File: src/rtl/lock_pkg.sv
package lock_pkg;

  typedef enum logic [1:0] {
    ST_IDLE = 2'd0,
    ST_GOT1 = 2'd1,
    ST_GOT2 = 2'd2,
    ST_OPEN = 2'd3
  } lock_st_e;

  localparam logic [3:0] KEY_HASH  = 4'hF;
  localparam logic [3:0] CODE_SYM0 = 4'd3;
  localparam logic [3:0] CODE_SYM1 = 4'd9;
  localparam logic [3:0] CODE_SYM2 = KEY_HASH;

  function automatic int unsigned secs_to_cycles(int unsigned hz, int unsigned sec);
    return hz * sec;
  endfunction

  function automatic int unsigned half_period_cycles(int unsigned hz, int unsigned blink_hz);
    return hz / (2 * blink_hz);
  endfunction

  // One matching step for a strobed key outside the open period
  function automatic lock_st_e match_step(lock_st_e st, logic [3:0] key);
    lock_st_e nx;
    nx = ST_IDLE;
    if (st == ST_GOT1 && key == CODE_SYM1)      nx = ST_GOT2;
    else if (st == ST_GOT2 && key == CODE_SYM2) nx = ST_OPEN;
    else if (key == CODE_SYM0)                  nx = ST_GOT1;
    return nx;
  endfunction

endpackage

File: src/rtl/lock_tick_cnt.sv
module lock_tick_cnt #(
  parameter int unsigned LIMIT = 50
) (
  input  logic clk,
  input  logic rst_n,
  input  logic run,
  output logic last
);
  localparam int unsigned W = $clog2(LIMIT + 1);

  logic [W-1:0] cnt;

  assign last = run && (cnt == W'(LIMIT - 1));

  always_ff @(posedge clk or negedge rst_n) begin
    if (!rst_n)    cnt <= '0;
    else if (!run) cnt <= '0;
    else if (last) cnt <= '0;
    else           cnt <= cnt + 1'b1;
  end
endmodule

File: src/rtl/lock_blink.sv
module lock_blink #(
  parameter int unsigned HALF = 50
) (
  input  logic clk,
  input  logic rst_n,
  input  logic en,
  output logic led
);
  logic flip;
  logic phase;

  lock_tick_cnt #(.LIMIT(HALF)) u_half (
    .clk  (clk),
    .rst_n(rst_n),
    .run  (en),
    .last (flip)
  );

  always_ff @(posedge clk or negedge rst_n) begin
    if (!rst_n)    phase <= 1'b1;
    else if (!en)  phase <= 1'b1;
    else if (flip) phase <= ~phase;
  end

  assign led = en & phase;
endmodule

File: src/rtl/lock_fsm.sv
module lock_fsm
  import lock_pkg::*;
(
  input  logic      clk,
  input  logic      rst_n,
  input  logic      key_vld,
  input  logic [3:0] key_code,
  input  logic      open_last,
  input  logic      tout_last,
  output lock_st_e  state,
  output logic      seq_done
);
  lock_st_e nxt;

  always_comb begin
    nxt = state;
    if (state == ST_OPEN) begin
      if (open_last) nxt = ST_IDLE;
    end else if (tout_last) begin
      nxt = ST_IDLE;
    end else if (key_vld) begin
      nxt = match_step(state, key_code);
    end
  end

  assign seq_done = (state != ST_OPEN) && (nxt == ST_OPEN);

  always_ff @(posedge clk or negedge rst_n) begin
    if (!rst_n) state <= ST_IDLE;
    else        state <= nxt;
  end
endmodule

File: src/rtl/keypad_seq_lock.sv
module keypad_seq_lock
  import lock_pkg::*;
#(
  parameter int unsigned CLK_HZ      = 200,
  parameter int unsigned OPEN_SEC    = 10,
  parameter int unsigned BLINK_HZ    = 2,
  parameter int unsigned TIMEOUT_SEC = 30,
  parameter bit          TIMEOUT_EN  = 1'b1
) (
  input  logic       clk,
  input  logic       rst_n,
  input  logic       key_vld,
  input  logic [3:0] key_code,
  output logic       relay_on,
  output logic       led_blink
);
  localparam int unsigned OPEN_CYC = secs_to_cycles(CLK_HZ, OPEN_SEC);
  localparam int unsigned HALF_CYC = half_period_cycles(CLK_HZ, BLINK_HZ);
  localparam int unsigned TOUT_CYC = secs_to_cycles(CLK_HZ, TIMEOUT_SEC);

  lock_st_e state;
  logic     open_last;
  logic     tout_last;
  logic     seq_done;

  lock_fsm u_fsm (
    .clk      (clk),
    .rst_n    (rst_n),
    .key_vld  (key_vld),
    .key_code (key_code),
    .open_last(open_last),
    .tout_last(tout_last),
    .state    (state),
    .seq_done (seq_done)
  );

  assign relay_on = (state == ST_OPEN);

  lock_tick_cnt #(.LIMIT(OPEN_CYC)) u_open (
    .clk  (clk),
    .rst_n(rst_n),
    .run  (relay_on),
    .last (open_last)
  );

  generate
    if (TIMEOUT_EN) begin : g_tout
      logic armed;
      assign armed = (state == ST_GOT1) || (state == ST_GOT2);
      lock_tick_cnt #(.LIMIT(TOUT_CYC)) u_tout (
        .clk  (clk),
        .rst_n(rst_n),
        .run  (armed),
        .last (tout_last)
      );
    end else begin : g_no_tout
      assign tout_last = 1'b0;
    end
  endgenerate

  lock_blink #(.HALF(HALF_CYC)) u_blink (
    .clk  (clk),
    .rst_n(rst_n),
    .en   (relay_on),
    .led  (led_blink)
  );
endmodule

File: config.mk
export PLATFORM = sky130hd
export DESIGN_NAME = keypad_seq_lock
export DESIGN_NICKNAME = d
export VERILOG_FILES = /design/src/rtl/lock_pkg.sv /design/src/rtl/lock_tick_cnt.sv /design/src/rtl/lock_blink.sv /design/src/rtl/lock_fsm.sv /design/src/rtl/keypad_seq_lock.sv
export SDC_FILE = /design/constraint.sdc
export NUM_CORES = 1
export LEC_CHECK = 0
export BUFFER_PORTS_ARGS = -buffer_cell sky130_fd_sc_hd__buf_2
export CORE_ASPECT_RATIO = 0.5
export CORE_MARGIN = 2
export CORE_UTILIZATION = 60
export CTS_CLUSTER_DIAMETER = 50
export DETAILED_ROUTE_END_ITERATION = 7
export PLACE_DENSITY = 0.78
export SKIP_LAST_GASP = 1
export SYNTH_ARGS = -nofsm -noshare
export SYNTH_HDL_FRONTEND = slang
export SYNTH_HIERARCHICAL = 1
export SYNTH_SLANG_ARGS = --single-unit
File: constraint.sdc
create_clock -name clk -period 3.5 [get_ports clk]
set_input_delay 1.05 -clock clk [delete_from_list [all_inputs] [get_ports clk]]
set_output_delay 1.05 -clock clk [all_outputs]
set_load 0.01 [all_outputs]
==> flow_metrics.tcl <==
set metrics [dict create \
    setup_viol 0 \
    ir_drop_v 0.0002794 \
    cts.sinks 33 \
    drt-initial-drc-count 116 \
    rsz0062_at_grt "no" \
    die_y_um 42.10 \
    status "finished, final reports clean" \
    finalHoldViolCount 0 \
    row_count 13 \
    reg2reg_from "g_tout.u_tout/cnt[0]$_DFF_PN0_" \
    maxSlewViolCount 0 \
    port-buffer-count 8 \
    reg2reg_slack_ns 1.45 \
    grt_overflow 0 \
    crit_path_end "led_blink" \
    routed_wl_mm 3.171 \
    skew_ns 0.006499 \
    finalCritPeriodShare_pct 69.51 \
    highest_layer "met4" \
    hpwl_mm 2.148 \
    hp-class "flop to flop" \
    drive_above_1_share_pct 16.04 \
    tightest_slew_ns 1.126 \
    synth_fp_nets 186 \
    syn_avg_cell_area_um2 10.01 \
    postRouteAntennaNets 0 \
    final_cell_area_um2 1897 \
    grt_pass1_vias 1263 \
    avgRoutedWirePerCell_um 14.16 \
    antenna_found_initial 0 \
    vias 1310 \
    via_per_inst 5.848 \
    core_area_um2 2668 \
    synthCells 174 \
    crit_fanout 7 \
    numCtsBuffers 5 \
    clock_path_buffers 2 \
    cts_root_buf "clkbuf_8" \
    drt_pass1_iterations 4 \
    cts-resized-gates 0 \
    grt_use_total_pct 21.53 \
    post_dp_cell_area_um2 1807 \
    nets 198 \
    p_leak_nw 0.7575 \
    powerDensity_nw_per_um2 363.2 \
    start_util_pct 65.29 \
    cp-end-kind "output port" \
    synth_area_um2 1742 \
    fin_tns_setup_ns 0 \
    dieWidth_um 80.20 \
    yosysWarnings 6 \
    grt_pass1_wl_mm 5.575 \
    r2r_cells 4 \
    rr_endpoint "g_tout.u_tout/cnt[3]$_DFF_PN0_" \
    dr_wl_met2_mm 1.505 \
    required_ns 2.45 \
    fmax_ghz 0.4110 \
    path_class "flop to output port" \
    gp_congestion 0.8234 \
    n_antenna_cell 0 \
    pin_count 9 \
    areaGrowthSynthToFinish_pct 8.908 \
    clk_pin_slew_ns 0.07 \
    met1_length_mm 1.480 \
    clk_latency_ns 0.28 \
    postLayoutCoreUtil_pct 71.11 \
    startpoint_type "flop" \
    critPathArrivalTime_ns 1.38 \
    dr_wl_met3_um 155 \
    dieArea_um2 3376 \
    holdBufCountCts 0 \
    htreeDepth 2 \
    grt_max_degree 34 \
    cts_setup_buffers 0 \
    cp-startpoint "u_fsm/state[1]$_DFF_PN0_" \
    maxCapViolCount 0 \
    slew_headroom_pct 24.14 \
    drc 0 \
    cts_tree "built" \
    period_needed_ns 2.433 \
]
[per-layer routing]
metal | global-route usage, % | vias to the layer above
li1 | - | 655
met1 | 28.69 | 624
met2 | 33.83 | 26
met3 | 6.466 | 5
met4 | 7.119 | 0
met5 | 0 | -
[registers in the layout (all words and copies together), names as in the netlist]
name                count
u_blink/u_half/cnt      6
u_fsm/state             2
u_open/cnt             11
u_blink/phase           1
g_tout.u_tout/cnt      13
[how the worst min path moves through the flow]
stage / from / to / slack (ns) / cells past startpoint
after floorplan: g_tout.u_tout/cnt[0]$_DFF_PN0_ / g_tout.u_tout/cnt[0]$_DFF_PN0_ / 0.45 / 1
after global placement: g_tout.u_tout/cnt[0]$_DFF_PN0_ / g_tout.u_tout/cnt[0]$_DFF_PN0_ / 0.47 / 1
after detailed placement: g_tout.u_tout/cnt[0]$_DFF_PN0_ / g_tout.u_tout/cnt[0]$_DFF_PN0_ / 0.49 / 1
after CTS: g_tout.u_tout/cnt[0]$_DFF_PN0_ / g_tout.u_tout/cnt[0]$_DFF_PN0_ / 0.51 / 1
after global routing: g_tout.u_tout/cnt[0]$_DFF_PN0_ / g_tout.u_tout/cnt[0]$_DFF_PN0_ / 0.54 / 1
final: g_tout.u_tout/cnt[0]$_DFF_PN0_ / g_tout.u_tout/cnt[0]$_DFF_PN0_ / 0.51 / 1
[where the power goes]
group | internal (mW) | switching, mW | total (mW)
clock | 0.160 | 0.134 | 0.294
sequential | 0.381 | 0 | 0.381
combinational | 0.00367 | 0.00963 | 0.0133
[layout by cell type (no fill, tap or decap), drive strengths merged, types with 4 or more instances in the layout]
cell type and instances:
ha 5, xnor2 7, dfrtp 32, o31ai 6
or4 4, o21ai 8, nand3 13, nand4 5
nor2 20, a21oi 14, clkbuf 8, inv 10
nand2 10, or3 7, buf 8, xor2 6
[worst max-delay path: stages, from the launching register on]
cell	delay, ns
dfrtp_1	0.43
ha_1	0.31
and2_2	0.23
buf_2	0.13
[per-stage QoR]
| stage | hold WS, ns | std cells | total power [mW] | worst slack, ns |
|---|---|---|---|---|
| 5_1_grt | 0.5387 | 224 | 0.7184 | 0.9861 |
| 6_report | 0.5085 | 224 | 0.6890 | 1.067 |
| 2_1_floorplan | 0.4547 | 174 | 0.3904 | 1.489 |
| 3_3_place_gp | 0.4676 | 216 | 0.4021 | 1.398 |
| 4_1_cts | 0.5112 | 224 | 0.6957 | 1.048 |
| 3_5_place_dp | 0.4925 | 216 | 0.4025 | 1.365 |
[final cells by class]
type,count,area [um^2]
multi-input combinational,128,855.8
sequential,33,827.0
fill,208,770.7
clock buffer,8,90.09
tap,37,46.29
timing repair buffer,8,40.04
inverter,10,37.54
(Power assumes the default switching activity.)
